$ cat src/rtl/uart_chan_pkg.sv
package uart_chan_pkg;
  typedef enum logic [1:0] {
    CH_NORMAL    = 2'd0,
    CH_ECHO      = 2'd1,
    CH_LOCAL_LB  = 2'd2,
    CH_REMOTE_LB = 2'd3
  } ch_mode_e;

  localparam int CTRL_W    = 9;
  localparam int B_RX_RST  = 0;
  localparam int B_TX_RST  = 1;
  localparam int B_RX_EN   = 2;
  localparam int B_RX_DIS  = 3;
  localparam int B_TX_EN   = 4;
  localparam int B_TX_DIS  = 5;
  localparam int B_TO_RST  = 6;
  localparam int B_BRK_GO  = 7;
  localparam int B_BRK_END = 8;
  localparam int MODE_LSB  = 8;

  localparam logic [CTRL_W-1:0] CTRL_RESET = 9'h128;
  localparam logic [CTRL_W-1:0] CTRL_SELF_CLR =
    CTRL_W'((1 << B_RX_RST) | (1 << B_TX_RST) | (1 << B_TO_RST));
endpackage

$ cat src/rtl/uart_ctrl_reg.sv
module uart_ctrl_reg
  import uart_chan_pkg::*;
#(
  parameter int REG_W = 16
) (
  input  logic             clk_i,
  input  logic             rst_ni,
  input  logic             we_i,
  input  logic [REG_W-1:0] wdata_i,
  output logic             rx_act_o,
  output logic             tx_act_o,
  output logic             brk_o,
  output logic             rx_rst_o,
  output logic             tx_rst_o,
  output logic             to_restart_o,
  output logic [REG_W-1:0] rdata_o
);
  localparam int NPULSE = 3;
  localparam int PULSE_BIT [NPULSE] = '{B_RX_RST, B_TX_RST, B_TO_RST};

  logic [CTRL_W-1:0] ctrl_q;
  logic [NPULSE-1:0] pulse_q;

  always_ff @(posedge clk_i or negedge rst_ni) begin
    if (!rst_ni) begin
      ctrl_q <= CTRL_RESET;
    end else if (we_i) begin
      ctrl_q <= wdata_i[CTRL_W-1:0] & ~CTRL_SELF_CLR;
    end
  end

  for (genvar i = 0; i < NPULSE; i++) begin : g_pulse
    always_ff @(posedge clk_i or negedge rst_ni) begin
      if (!rst_ni) pulse_q[i] <= 1'b0;
      else         pulse_q[i] <= we_i & wdata_i[PULSE_BIT[i]];
    end
  end

  if (REG_W > CTRL_W) begin : g_wide
    logic unused_hi;
    assign unused_hi = ^wdata_i[REG_W-1:CTRL_W];
    assign rdata_o   = {{(REG_W-CTRL_W){1'b0}}, ctrl_q};
  end else begin : g_narrow
    assign rdata_o = ctrl_q[REG_W-1:0];
  end

  assign rx_act_o     = ctrl_q[B_RX_EN] & ~ctrl_q[B_RX_DIS];
  assign tx_act_o     = ctrl_q[B_TX_EN] & ~ctrl_q[B_TX_DIS];
  assign brk_o        = ctrl_q[B_BRK_GO] & ~ctrl_q[B_BRK_END];
  assign rx_rst_o     = pulse_q[0];
  assign tx_rst_o     = pulse_q[1];
  assign to_restart_o = pulse_q[2];
endmodule

$ cat src/rtl/uart_mode_reg.sv
module uart_mode_reg
  import uart_chan_pkg::*;
#(
  parameter int REG_W = 16
) (
  input  logic             clk_i,
  input  logic             rst_ni,
  input  logic             we_i,
  input  logic [REG_W-1:0] wdata_i,
  output ch_mode_e         mode_o
);
  ch_mode_e mode_q;
  logic     unused_bits;

  always_ff @(posedge clk_i or negedge rst_ni) begin
    if (!rst_ni)   mode_q <= CH_NORMAL;
    else if (we_i) mode_q <= ch_mode_e'(wdata_i[MODE_LSB+1:MODE_LSB]);
  end

  assign unused_bits = ^{wdata_i[REG_W-1:MODE_LSB+2], wdata_i[MODE_LSB-1:0]};
  assign mode_o      = mode_q;
endmodule

$ cat src/rtl/uart_path_router.sv
module uart_path_router
  import uart_chan_pkg::*;
#(
  parameter int DATA_W = 8
) (
  input  ch_mode_e          mode_i,
  input  logic              rx_act_i,
  input  logic              tx_act_i,
  input  logic              rx_rst_i,
  input  logic              tx_rst_i,
  input  logic              line_valid_i,
  input  logic [DATA_W-1:0] line_data_i,
  input  logic              line_break_i,
  output logic              line_ready_o,
  input  logic              host_wr_i,
  input  logic [DATA_W-1:0] host_wdata_i,
  input  logic              host_rd_i,
  output logic [DATA_W-1:0] host_rdata_o,
  input  logic              rx_full_i,
  input  logic              rx_empty_i,
  input  logic [DATA_W-1:0] rx_head_i,
  input  logic              tx_full_i,
  output logic              rx_push_o,
  output logic [DATA_W-1:0] rx_push_data_o,
  output logic              rx_pop_o,
  output logic              tx_push_o,
  output logic [DATA_W-1:0] tx_push_data_o
);
  logic line_to_rx, line_to_tx, rx_ok, tx_ok, line_fire;
  logic brk_push, line_rx_push, host_rx_push, line_tx_push, host_tx_push;

  always_comb begin
    line_to_rx = (mode_i == CH_NORMAL) || (mode_i == CH_ECHO);
    line_to_tx = (mode_i == CH_ECHO)   || (mode_i == CH_REMOTE_LB);
    // reset pulse cycle blocks traffic into the FIFO being cleared
    rx_ok = rx_act_i & ~rx_rst_i & ~rx_full_i;
    tx_ok = tx_act_i & ~tx_rst_i & ~tx_full_i;

    line_ready_o = ~line_break_i & ~(line_to_rx & rx_full_i) & ~(line_to_tx & tx_full_i);
    line_fire    = line_valid_i & line_ready_o;

    brk_push     = line_break_i & rx_ok;
    line_rx_push = line_fire & line_to_rx & rx_ok;
    host_rx_push = host_wr_i & (mode_i == CH_LOCAL_LB) & rx_ok & ~line_break_i;
    line_tx_push = line_fire & line_to_tx & tx_ok;
    host_tx_push = host_wr_i & (mode_i == CH_NORMAL) & tx_ok;

    rx_push_o = brk_push | line_rx_push | host_rx_push;
    if (brk_push)          rx_push_data_o = '0;
    else if (line_rx_push) rx_push_data_o = line_data_i;
    else if (host_rx_push) rx_push_data_o = host_wdata_i;
    else                   rx_push_data_o = '0;

    tx_push_o = line_tx_push | host_tx_push;
    if (line_tx_push)      tx_push_data_o = line_data_i;
    else if (host_tx_push) tx_push_data_o = host_wdata_i;
    else                   tx_push_data_o = '0;

    rx_pop_o     = host_rd_i & rx_act_i & ~rx_rst_i & ~rx_empty_i;
    host_rdata_o = rx_pop_o ? rx_head_i : '0;
  end
endmodule

$ cat src/rtl/uart_chan_router.sv
module uart_chan_router
  import uart_chan_pkg::*;
#(
  parameter int DATA_W = 8,
  parameter int REG_W  = 16
) (
  input  logic              clk_i,
  input  logic              rst_ni,
  input  logic              ctrl_we_i,
  input  logic [REG_W-1:0]  ctrl_wdata_i,
  output logic [REG_W-1:0]  ctrl_rdata_o,
  input  logic              mode_we_i,
  input  logic [REG_W-1:0]  mode_wdata_i,
  output logic [1:0]        mode_o,
  input  logic              line_valid_i,
  input  logic [DATA_W-1:0] line_data_i,
  input  logic              line_break_i,
  output logic              line_ready_o,
  input  logic              host_wr_i,
  input  logic [DATA_W-1:0] host_wdata_i,
  input  logic              host_rd_i,
  output logic [DATA_W-1:0] host_rdata_o,
  input  logic              rx_full_i,
  input  logic              rx_empty_i,
  input  logic [DATA_W-1:0] rx_head_i,
  input  logic              tx_full_i,
  output logic              rx_push_o,
  output logic [DATA_W-1:0] rx_push_data_o,
  output logic              rx_pop_o,
  output logic              tx_push_o,
  output logic [DATA_W-1:0] tx_push_data_o,
  output logic              rx_rst_o,
  output logic              tx_rst_o,
  output logic              to_restart_o,
  output logic              break_o
);
  logic     rx_act, tx_act;
  ch_mode_e mode;

  uart_ctrl_reg #(.REG_W(REG_W)) u_ctrl (
    .clk_i, .rst_ni,
    .we_i        (ctrl_we_i),
    .wdata_i     (ctrl_wdata_i),
    .rx_act_o    (rx_act),
    .tx_act_o    (tx_act),
    .brk_o       (break_o),
    .rx_rst_o    (rx_rst_o),
    .tx_rst_o    (tx_rst_o),
    .to_restart_o(to_restart_o),
    .rdata_o     (ctrl_rdata_o)
  );

  uart_mode_reg #(.REG_W(REG_W)) u_mode (
    .clk_i, .rst_ni,
    .we_i   (mode_we_i),
    .wdata_i(mode_wdata_i),
    .mode_o (mode)
  );

  assign mode_o = mode;

  uart_path_router #(.DATA_W(DATA_W)) u_route (
    .mode_i        (mode),
    .rx_act_i      (rx_act),
    .tx_act_i      (tx_act),
    .rx_rst_i      (rx_rst_o),
    .tx_rst_i      (tx_rst_o),
    .line_valid_i, .line_data_i, .line_break_i, .line_ready_o,
    .host_wr_i, .host_wdata_i, .host_rd_i, .host_rdata_o,
    .rx_full_i, .rx_empty_i, .rx_head_i, .tx_full_i,
    .rx_push_o, .rx_push_data_o, .rx_pop_o,
    .tx_push_o, .tx_push_data_o
  );
endmodule

$ cat config.mk
export PLATFORM = sky130hd
export DESIGN_NAME = uart_chan_router
export DESIGN_NICKNAME = d
export VERILOG_FILES = /design/src/rtl/uart_chan_pkg.sv /design/src/rtl/uart_ctrl_reg.sv /design/src/rtl/uart_mode_reg.sv /design/src/rtl/uart_path_router.sv /design/src/rtl/uart_chan_router.sv
export SDC_FILE = /design/constraint.sdc
export NUM_CORES = 1
export LEC_CHECK = 0
export ABC_AREA = 1
export BUFFER_PORTS_ARGS = -buffer_cell sky130_fd_sc_hd__buf_2
export CELL_PAD_IN_SITES_DETAIL_PLACEMENT = 0
export CELL_PAD_IN_SITES_GLOBAL_PLACEMENT = 1
export CORE_MARGIN = 2
export CORE_UTILIZATION = 20
export DETAILED_ROUTE_END_ITERATION = 7
export PLACE_DENSITY_LB_ADDON = 0.1
export SLEW_MARGIN = 20
export SYNTH_ARGS = -nofsm -noshare
export SYNTH_HDL_FRONTEND = slang
export SYNTH_SLANG_ARGS = --single-unit
export TNS_END_PERCENT = 30
$ cat constraint.sdc
create_clock -name clk_i -period 1.3 [get_ports clk_i]
set_input_delay 0 -clock clk_i [delete_from_list [all_inputs] [get_ports clk_i]]
set_output_delay 0 -clock clk_i [all_outputs]
set_load 0.005 [all_outputs]
==> results of run 1 <==
[report_power, final]
group          switching (W)  internal [W]  total [W]
Sequential         0.0000262      0.000379   0.000405
Clock               0.000118      0.000214   0.000333
Combinational       0.000168      0.000173   0.000341
Total               0.000312      0.000766    0.00108
[worst max-delay path by stage]
| stage | end | slack [ps] |
|---|---|---|
| global route | rx_push_data_o[3] | -230 |
| global placement | rx_push_data_o[7] | -50 |
| floorplan | rx_push_data_o[4] | 210 |
| finish | host_rdata_o[7] | -140 |
| detailed placement | rx_push_data_o[7] | -60 |
| CTS | rx_push_data_o[7] | -180 |
[logic make-up (layout without fill, tap and decap cells)]
| family | after synthesis | count (layout) | share of synthesized area (%) |
|---|---|---|---|
| and+or+nand+nor | 58 | 58 | 29.5 |
| buffers and inverters | 43 | 142 | 20.6 |
| AOI/OAI and AO/OA | 20 | 20 | 16.1 |
| DFF | 11 | 11 | 28.7 |
| muxes | 4 | 4 | 4.64 |
| other | 1 | 10 | 0.386 |
[state kept, by name, indices dropped and copies added (netlist names)]
name,cells
u_mode.mode_o,2
u_ctrl.rx_rst_o,1
u_ctrl.tx_rst_o,1
u_ctrl.ctrl_q,6
u_ctrl.to_restart_o,1
[repair_timing]
item | 4_1_cts | 5_1_grt
resized for setup | 9 | 12
hold buffers | 13 | 0
endpoints found under the setup margin | 26 | 27
pin swaps | 3 | 4
buffers inserted | 0 | 2
endpoints found under the hold margin | 21 | 0
[cell type report]
type	instances	area share (%)
sequential	11	16.1
tap	54	3.91
timing repair buffer	106	36.0
clock buffer	4	2.60
multi-input combinational	92	34.2
inverter	32	7.16
[stage by stage]
step	setup slack, ps	utilization [%]	hold WS [ps]
after global routing	-227	36.9	1.04
after floorplan	206	-	-296
after detailed placement	-57.0	31.2	-116
after global placement	-46.9	31.2	-115
after CTS	-178	35.6	0.784
final	-136	36.9	3.77
[metal layers]
layer	vias up	share of wire (%)	wire, um
met3	2	8.9	273
met4	0	0.26	8
met2	54	49	1520
met1	505	42	1280
li1	625	-	-
met5	-	0	0
[cell usage after synthesis, drive strengths merged]
cell    number  area share [%]
buf         11             8.2
nor3         1            0.51
clkinv       2            0.77
conb         1            0.39
dfstp        3             8.1
nor3b        1             1.3
mux2         4             4.6
o21ai       20              16
inv         30              12
nand3       21              11
nor2        16             7.0
nand2       19             9.4
dfrtp        8              21
==> run summary, run 1 <==
==================================================================================
Outcome ............................................................. finished, violations left
Violated checks ..................................................... setup timing
Final period demand of the worst path ...............................      1440 ps
Buf+Inv Stages, Crit Path ...........................................            3
# clock sinks .......................................................           11
Number of placement rows ............................................           25
Global route total overflow .........................................            0
Commonest non-fill, non-tap cell in the layout ...................... sky130_fd_sc_hd__buf_2
Capture endpoint of the worst hold path ............................. u_ctrl.ctrl_q[4]
Initial antenna violation count .....................................            0
Crit share post-route ...............................................         110%
IR drop worst, VDD ..................................................     0.459 mV
Final estimated routing congestion in global placement ..............        0.689
Kind of critical path ...............................................      reg2out
Worst clock skew on the final layout ................................         0 ps
FF-to-FF Start ...................................................... u_mode.mode_o[1]
Final Total Pwr .....................................................    0.00108 W
Category of the worst setup path launch point .......................         flop
Number of failing setup endpoints in the final timing report ........           27
Highest Clock Rate ..................................................    0.696 GHz
Core Region .........................................................   4690 sq um
Sequential cell area ................................................    279 sq um
Synth Instances .....................................................          137
Mean post-synth cell area ...........................................   7.09 sq um
Kind of cell adding the most delay to the critical path ............. simple AND/OR/NAND/NOR gates
Setup repair after global routing missed its margin .................         true
Number of failing hold endpoints at the final stage .................            0
Maximum capacitance violations ......................................            0
Total length of routed wires ........................................      3070 um
Arrival time worst endpoint .........................................      1440 ps
CTS HTree Levels ....................................................            1
Placed cell count ...................................................          280
Worst reg2reg setup slack ...........................................       130 ps
Data required time at the worst endpoint ............................      1300 ps
Clock tree from TritonCTS ...........................................         done
Fin cells ...........................................................          299
Yosys synthesis warning count .......................................            0
DRC violations left .................................................            0
Horiz. Die Dim ......................................................      73.7 um
Worst Reg-to-Reg Cells ..............................................            3
GRT Util Overall ....................................................        11.0%
Share of the yosys chip area belonging to registers .................        28.7%
Clock slew at reported path FFs .....................................        50 ps
Worst hold path startpoint .......................................... ctrl_wdata_i[4]
Total number of cells along the worst setup path ....................            7
Area taken by multi-input logic gates ...............................    592 sq um
Most used cells in the layout excluding fill and tap cells .......... sky130_fd_sc_hd__buf_2 (84), sky130_fd_sc_hd__inv_1 (28), sky130_fd_sc_hd__nand3_1 (16)
Number of I/O pins ..................................................          117
# diodes ............................................................            0
Die Y-Extent ........................................................      73.7 um
Grt met1 use ........................................................        13.5%
Wire length of the first global-routing pass ........................      4840 um
Critical Path Sink Type ............................................. primary output
Max-slew violation count ............................................            0
Power density over cell area ........................................  624 nW/um^2
Vias in the first global route ......................................         1097
Delay contributed by the slowest stage of the critical path .........       400 ps
Endpoint of the most critical register-to-register path ............. u_mode.mode_o[1]
Number of synthesized register bits .................................           11
Fill cells ..........................................................          505
Iteration-0 DRC Markers .............................................           31
Crit path from ...................................................... u_ctrl.rx_rst_o
List of cells traversed by the critical path ........................ nor2_4, buf_6, nand2_2, nor3_4, inv_4, nor2_1, buf_2
Final antenna-violating net count ...................................            0
Final std cell area, no fill ........................................   1730 sq um
Clock Tree Buf Depth ................................................            2
GR peak layer .......................................................         met2
Number of port buffers ..............................................           85
Fraction of layout cells with a size suffix above 1 .................        57.1%
Die ar. .............................................................   5430 sq um
Detailed-router iteration count before antenna repair ...............            4
Mapped cell area ....................................................    971 sq um
Initial Util ........................................................        20.7%
Number of distinct library cells after synthesis ....................           20
Post-DR vias/cell ...................................................         3.97
Number of instances on the worst hold path ..........................            2
Classification of the worst-slack hold path .........................       in2reg
Routed length per instance ..........................................      10.3 um
Final Worst Setup Slack .............................................      -136 ps
Slowest stage cell on the critical path ............................. sky130_fd_sc_hd__dfrtp_1
Final-layout setup total negative slack .............................     -2760 ps
Largest net degree at the start of global routing ...................           12
Detail Placement HPWL ...............................................      2490 um
Number of clock buffers inserted by TritonCTS .......................            3
Met2 Resource Use GR ................................................        19.1%
Number of vias after detailed routing ...............................         1186
Master cell of the clock root buffer ................................ sky130_fd_sc_hd__clkbuf_8
Standby leakage power ...............................................      1.06 nW
Post-Place Cell Area ................................................   1460 sq um
Signed area change from the synthesized netlist to the final layout .        78.1%
Peak fanout along the critical path .................................            8
Clock Latency Late Sink .............................................       230 ps
# nets final ........................................................          313
GR Layer Usage met3 .................................................        2.06%
==================================================================================
Power figures use the tool's default switching activity.
==> inputs of run 2 (changes only) <==
CELL_PAD_IN_SITES_DETAIL_PLACEMENT = unset   (was 0)
CELL_PAD_IN_SITES_GLOBAL_PLACEMENT = unset   (was 1)
CORE_UTILIZATION = 33   (was 20)
PLACE_DENSITY = 0.81   (was unset)
PLACE_DENSITY_LB_ADDON = unset   (was 0.1)
==> run 2 against run 1 <==
  * The run still ends with setup timing left
  * Final area up 0.43%
  * Clock-buffer cell count unchanged
  * Register-to-register slack better by 380 ps
  * Critical path type unchanged
==> run summary, run 2 (synthesis gave the netlist of run 1 again) <==
==================================================================================
Slowest stage cell on the critical path ............................. sky130_fd_sc_hd__dfrtp_1
Detail Placement HPWL ...............................................      2220 um   -11%
Crit path from ...................................................... u_ctrl.rx_rst_o
Detailed-router iteration count before antenna repair ...............            4   unchanged
Standby leakage power ...............................................      1.07 nW   +1.2%
List of cells traversed by the critical path ........................ nor2_2, nand3_2, nor2_4, nand2_4, o21ai_2, buf_2
Post-Place Cell Area ................................................   1410 sq um   -3.5%
Number of vias after detailed routing ...............................         1263   +6.5%
Endpoint of the most critical register-to-register path ............. u_ctrl.ctrl_q[2]
Vias in the first global route ......................................         1122   +2.3%
GR peak layer .......................................................         met2
GRT Util Overall ....................................................        18.2%   +7.2 points
Die ar. .............................................................   3390 sq um   -38%
Kind of critical path ...............................................      reg2out
Maximum capacitance violations ......................................            0   unchanged
Category of the worst setup path launch point .......................         flop
Violated checks ..................................................... setup timing
Initial antenna violation count .....................................            0   unchanged
Signed area change from the synthesized netlist to the final layout .        78.9%
Most used cells in the layout excluding fill and tap cells .......... sky130_fd_sc_hd__buf_2 (85), sky130_fd_sc_hd__inv_1 (27), sky130_fd_sc_hd__nand3_1 (16)
Clock slew at reported path FFs .....................................        60 ps   about the same
Horiz. Die Dim ......................................................      58.2 um   -21%
Placed cell count ...................................................          254   -9.3%
Number of failing setup endpoints in the final timing report ........           26   -3.7%
FF-to-FF Start ...................................................... u_ctrl.ctrl_q[2]
Iteration-0 DRC Markers .............................................           18   -42%
Data required time at the worst endpoint ............................      1300 ps   about the same
Highest Clock Rate ..................................................    0.685 GHz   -1.6%
Global route total overflow .........................................            0   unchanged
Max-slew violation count ............................................            0   unchanged
Largest register by flop count ...................................... u_ctrl.ctrl_q
CTS HTree Levels ....................................................            1   unchanged
Initial Util ........................................................        34.9%   +14 points
Crit share post-route ...............................................         112%   +1.8 points
Delay contributed by the slowest stage of the critical path .........       390 ps   about the same
Final Worst Setup Slack .............................................      -160 ps   -23.7 ps
Outcome ............................................................. finished, violations left
Total length of routed wires ........................................      3150 um   +2.5%
Worst Reg-to-Reg Cells ..............................................            1   -2
Die Y-Extent ........................................................      58.2 um   -21%
Met2 Resource Use GR ................................................        33.9%   +15 points
Number of failing hold endpoints at the final stage .................            0   unchanged
Largest net degree at the start of global routing ...................           12   unchanged
Grt met1 use ........................................................        20.9%   +7.4 points
Worst hold path startpoint ..........................................    ctrl_we_i
Setup repair after global routing missed its margin .................         true
Classification of the worst-slack hold path .........................       in2reg
IR drop worst, VDD ..................................................     0.644 mV   +40%
Final estimated routing congestion in global placement ..............        0.667   -3.3%
Number of flip-flops in the largest register ........................            6   unchanged
Arrival time worst endpoint .........................................      1460 ps   +20 ps
Core Region .........................................................   2780 sq um   -41%
Critical Path Sink Type ............................................. primary output
Final period demand of the worst path ...............................      1460 ps   +23.7 ps
Clock tree from TritonCTS ...........................................         done
Master cell of the clock root buffer ................................ sky130_fd_sc_hd__clkbuf_4
Clock Tree Buf Depth ................................................            2   unchanged
# diodes ............................................................            0   unchanged
Post-DR vias/cell ...................................................         4.49   +13%
# clock sinks .......................................................           11   unchanged
Capture endpoint of the worst hold path ............................. u_ctrl.to_restart_o
Power density over cell area ........................................  568 nW/um^2   -8.9%
Wire length of the first global-routing pass ........................      4860 um   +0.43%
Commonest non-fill, non-tap cell in the layout ...................... sky130_fd_sc_hd__buf_2
Post-layout utilization of the core .................................        62.4%   +26 points
# nets final ........................................................          318   +1.6%
Final antenna-violating net count ...................................            0   unchanged
Fraction of layout cells with a size suffix above 1 .................        57.6%   +0.46 points
Number of clock buffers inserted by TritonCTS .......................            3   unchanged
Worst reg2reg setup slack ...........................................       510 ps   +380 ps
GR Layer Usage met3 .................................................        3.79%   +1.7 points
Number of port buffers ..............................................           85   unchanged
Final std cell area, no fill ........................................   1740 sq um   +0.43%
Clock Latency Late Sink .............................................       260 ps   +30 ps
Number of instances on the worst hold path ..........................            3   +1
Worst clock skew on the final layout ................................         0 ps   unchanged
Number of I/O pins ..................................................          117   unchanged
Worst setup timing slack at the placement stage .....................     -59.7 ps   -2.71 ps
Fin cells ...........................................................          281   -6.0%
Number of placement rows ............................................           19   -24%
DRC violations left .................................................            0   unchanged
Routed length per instance ..........................................      11.2 um   +9.0%
Peak fanout along the critical path .................................            5   -3
==================================================================================
-- run 2: cell types whose count changed in the layout (fill, tap and decap cells not counted), moves of 2 or more --
cell,delta
sky130_fd_sc_hd__clkbuf_4,+3
sky130_fd_sc_hd__clkbuf_8,-3
sky130_fd_sc_hd__dlygate4sd3_1,+2
sky130_fd_sc_hd__inv_2,+2
sky130_fd_sc_hd__nor2_1,+2
sky130_fd_sc_hd__nor2_2,-2
-- run 2: stage by stage --
stage / power, W / TNS, ps / hold slack [ps]
floorplan: 0.000546 / 0 / -296
global placement: 0.000665 / 0 / -127
detailed placement: 0.000672 / -352 / -125
CTS: 0.000967 / -3240 / 38.3
global route: 0.00106 / -5090 / 52.3
finish: 0.000986 / -2440 / 45.1
-- run 2: where the power goes --
group | switching [W] | leakage, nW | total [W] | internal [W]
clock network | 0.000105 | 0.0150 | 0.000224 | 0.000119
logic | 0.000178 | 0.924 | 0.000362 | 0.000183
registers | 0.0000221 | 0.129 | 0.000400 | 0.000378
total | 0.000306 | 1.07 | 0.000986 | 0.000680
-- run 2: worst max path at each step --
stage	endpoint	slack (ps)
finish	rx_push_data_o[2]	-160
CTS	rx_push_data_o[2]	-200
floorplan	rx_push_data_o[4]	210
global placement	rx_push_data_o[2]	20
global route	tx_push_data_o[6]	-260
detailed placement	rx_push_data_o[2]	-60
-- run 2: routing by layer --
| metal | up-vias | wire, um | part of all wire, % |
|---|---|---|---|
| met5 | - | 0 | 0 |
| met4 | 0 | 18 | 0.57 |
| met3 | 4 | 212 | 6.7 |
| met2 | 48 | 1810 | 58 |
| met1 | 570 | 1110 | 35 |
| li1 | 641 | - | - |
-- run 2: what timing repair did --
action | 4_1_cts | 5_1_grt
hold buffers | 15 | 0
setup endpoints to repair | 26 | 26
gates cloned | 2 | 0
pin swaps | 7 | 5
setup buffers | 2 | 4
hold endpoints to repair | 22 | 0
gates resized for setup | 12 | 9
-- run 2: critical path, delay by kind of cell (launching register included) --
kind | cells | cell delay (ps)
simple gates | 4 | 560
compound gates | 1 | 120
buf+inv | 1 | 120
flops | 1 | 390
-- run 2: area by class of cell --
type	count	area [sq um]
repair buffers	109	656
flip-flops and latches	11	280
inverters	32	121
fillers	284	1040
multi-input cells	94	614
well taps	31	38.8
clock buffers	4	26.3
==> inputs of run 3 (changes only) <==
CORE_UTILIZATION = 23   (was 33)
PLACE_DENSITY = unset   (was 0.81)
SKIP_LAST_GASP = 1   (was unset)
==> run 3 against run 2 <==
  * The flow still finishes with violations (setup timing)
  * Worst hold slack got worse by 42 ps
  * Routed wire length grew 1.7%
  * Clock skew stayed put
  * Largest cell class unchanged
  * Highest routed layer unchanged
==> run summary, run 3 (synthesis gave the netlist of run 1 again) <==
==================================================================================
Master cell of the clock root buffer ................................ sky130_fd_sc_hd__clkbuf_8
Share of power burned in the clock network ..........................        30.8%   +8.1 points
DRC violations left .................................................            0   unchanged
Number of instances on the worst hold path ..........................            2   -1
Number of clock buffers inserted by TritonCTS .......................            3   unchanged
Clock slew at reported path FFs .....................................        50 ps   about the same
Final period demand of the worst path ...............................      1440 ps   -22.7 ps
Initial antenna violation count .....................................            0   unchanged
Critical Path Sink Type ............................................. primary output
Signed area change from the synthesized netlist to the final layout .        80.4%
Final Worst Setup Slack .............................................      -137 ps   +22.7 ps
Vias in the first global route ......................................         1205   +7.4%
Worst setup timing slack at the placement stage .....................     -32.3 ps   +27.4 ps
Worst Reg-to-Reg Cells ..............................................            3   +2
Standby leakage power ...............................................      1.09 nW   +1.9%
Die Y-Extent ........................................................      69.0 um   +18%
Number of failing hold endpoints at the final stage .................            0   unchanged
Number of I/O pins ..................................................          117   unchanged
Worst clock skew on the final layout ................................         0 ps   unchanged
Data required time at the worst endpoint ............................      1300 ps   about the same
Fill cells ..........................................................          429   +51%
Category of the worst setup path launch point .......................         flop
Die ar. .............................................................   4760 sq um   +40%
Outcome ............................................................. finished, violations left
Classification of the worst-slack hold path .........................       in2reg
Setup repair after global routing missed its margin .................         true
CTS HTree Levels ....................................................            1   unchanged
Final antenna-violating net count ...................................            0   unchanged
Largest net degree at the start of global routing ...................           12   unchanged
Number of placement rows ............................................           23   +4
Detail Placement HPWL ...............................................      2320 um   +4.7%
Violated checks ..................................................... setup timing
Fraction of power consumed by combinational cells ...................        32.3%   -4.4 points
Total length of routed wires ........................................      3200 um   +1.7%
# nets final ........................................................          318   unchanged
Post-DR vias/cell ...................................................         4.12   -8.3%
Highest Clock Rate ..................................................    0.696 GHz   +1.6%
Most used cells in the layout excluding fill and tap cells .......... sky130_fd_sc_hd__buf_2 (85), sky130_fd_sc_hd__inv_1 (27), sky130_fd_sc_hd__nand3_1 (18)
Initial Util ........................................................        24.1%   -11 points
# clock sinks .......................................................           11   unchanged
Arrival time worst endpoint .........................................      1440 ps   -20 ps
Area taken by multi-input logic gates ...............................    606 sq um   -1.4%
Detailed-router iteration count before antenna repair ...............            4   unchanged
Sequential cell area ................................................    280 sq um   unchanged
Number of port buffers ..............................................           85   unchanged
Kind of critical path ...............................................      reg2out
Switching power summed over all nets ................................   0.000326 W   +6.6%
Worst reg2reg setup slack ...........................................        70 ps   -440 ps
Capture endpoint of the worst hold path ............................. u_ctrl.ctrl_q[8]
Sequential fraction of design power .................................        36.9%   -3.7 points
Internal power of the cells .........................................   0.000776 W   +14%
Final Total Pwr .....................................................    0.00110 W   +12%
# diodes ............................................................            0   unchanged
Core Region .........................................................   4030 sq um   +45%
Final estimated routing congestion in global placement ..............        0.654   -1.9%
Max-slew violation count ............................................            0   unchanged
Horiz. Die Dim ......................................................      69.0 um   +18%
Fraction of layout cells with a size suffix above 1 .................        58.0%   +0.40 points
Endpoint of the most critical register-to-register path ............. u_mode.mode_o[1]
Commonest non-fill, non-tap cell in the layout ...................... sky130_fd_sc_hd__buf_2
Peak fanout along the critical path .................................            4   -1
Net switching share of the total power ..............................        29.6%   -1.4 points
Number of failing setup endpoints in the final timing report ........           18   -31%
Power density over cell area ........................................  629 nW/um^2   +11%
Final std cell area, no fill ........................................   1750 sq um   +0.86%
Clock Latency Late Sink .............................................       230 ps   -30 ps
IR drop worst, VDD ..................................................     0.644 mV   -0.12%
Clock tree from TritonCTS ...........................................         done
Wire length of the first global-routing pass ........................      5010 um   +3.1%
Number of flip-flops in the largest register ........................            6   unchanged
Maximum capacitance violations ......................................            0   unchanged
Number of vias after detailed routing ...............................         1236   -2.1%
FF-to-FF Start ...................................................... u_mode.mode_o[1]
Global route total overflow .........................................            0   unchanged
Iteration-0 DRC Markers .............................................           33   +15
Clock Tree Buf Depth ................................................            2   unchanged
Largest register by flop count ...................................... u_ctrl.ctrl_q
Post-Place Cell Area ................................................   1440 sq um   +1.7%
Routed length per instance ..........................................      10.7 um   -4.8%
GRT Util Overall ....................................................        13.6%   -4.6 points
Crit share post-route ...............................................         111%   -1.7 points
Worst hold path startpoint .......................................... ctrl_wdata_i[8]
==================================================================================
-- run 3: changes by cell type in the layout (fill, tap and decap cells not counted), sizes merged --
cell | previous run | this run
dlygate4sd3 | 15 | 11
buf | 94 | 97
clkinvlp | 0 | 1
-- run 3: what timing repair did --
| action | 4_1_cts | 5_1_grt |
|---|---|---|
| gates cloned | 3 | 0 |
| hold buffers | 11 | 0 |
| pin swaps | 6 | 8 |
| setup endpoints to repair | 26 | 26 |
| resized for setup | 14 | 7 |
| setup buffers | 6 | 3 |
| endpoints found under the hold margin | 19 | 0 |
-- run 3: how the worst max path moves through the flow --
stage / to / startpoint / slack [ps] / cells past startpoint
3_5_place_dp: rx_push_data_o[0] / u_ctrl.rx_rst_o / -30 / 6
3_3_place_gp: rx_push_data_o[0] / u_ctrl.rx_rst_o / -7 / 6
2_1_floorplan: rx_push_data_o[4] / u_ctrl.rx_rst_o / 210 / 7
6_report: tx_push_data_o[7] / u_ctrl.ctrl_q[5] / -140 / 7
5_1_grt: tx_push_data_o[5] / u_ctrl.tx_rst_o / -220 / 6
4_1_cts: tx_push_data_o[5] / u_ctrl.tx_rst_o / -140 / 6
-- run 3: critical path: stages (launching register included) --
cell,delay (ps)
sky130_fd_sc_hd__dfstp_2,530
sky130_fd_sc_hd__inv_1,60
sky130_fd_sc_hd__nand3_2,110
sky130_fd_sc_hd__buf_4,140
sky130_fd_sc_hd__clkinvlp_4,100
sky130_fd_sc_hd__nand3_1,90
sky130_fd_sc_hd__o21ai_2,50
sky130_fd_sc_hd__buf_2,120
-- run 3: layout make-up --
cell class              count  area share [%]
inverters                  32            6.93
flip-flops and latches     11            16.0
repair inverters            1           0.429
repair buffers            108            35.9
clock buffers               4            2.57
multi-input cells          94            34.6
well taps                  50            3.57
-- run 3: through the flow --
step | cells | setup TNS [ps] | hold slack [ps] | utilization [%]
2_1_floorplan | 146 | 0 | -296 | -
3_3_place_gp | 273 | -13.6 | -120 | 35.6
3_5_place_dp | 273 | -157 | -121 | 35.6
4_1_cts | 297 | -2620 | 0.619 | 42.4
5_1_grt | 300 | -4230 | 8.49 | 43.5
6_report | 300 | -1910 | 3.29 | 43.5
-- run 3: metal layers --
metal  track usage (%)  part of all wire, %
met3             0.974                  6.8
met5                 0                    0
met1              15.6                   40
met2              26.9                   52
met4              3.43                 0.78
-- run 3: power groups by stage --
stage                     sequential (W)  clock [W]  combinational [W]
final                           0.000407   0.000339           0.000356
after global routing            0.000411   0.000364           0.000401
after CTS                       0.000406   0.000345           0.000340
after detailed placement        0.000407          0           0.000269
after global placement          0.000407          0           0.000266
after floorplan                 0.000408          0           0.000138
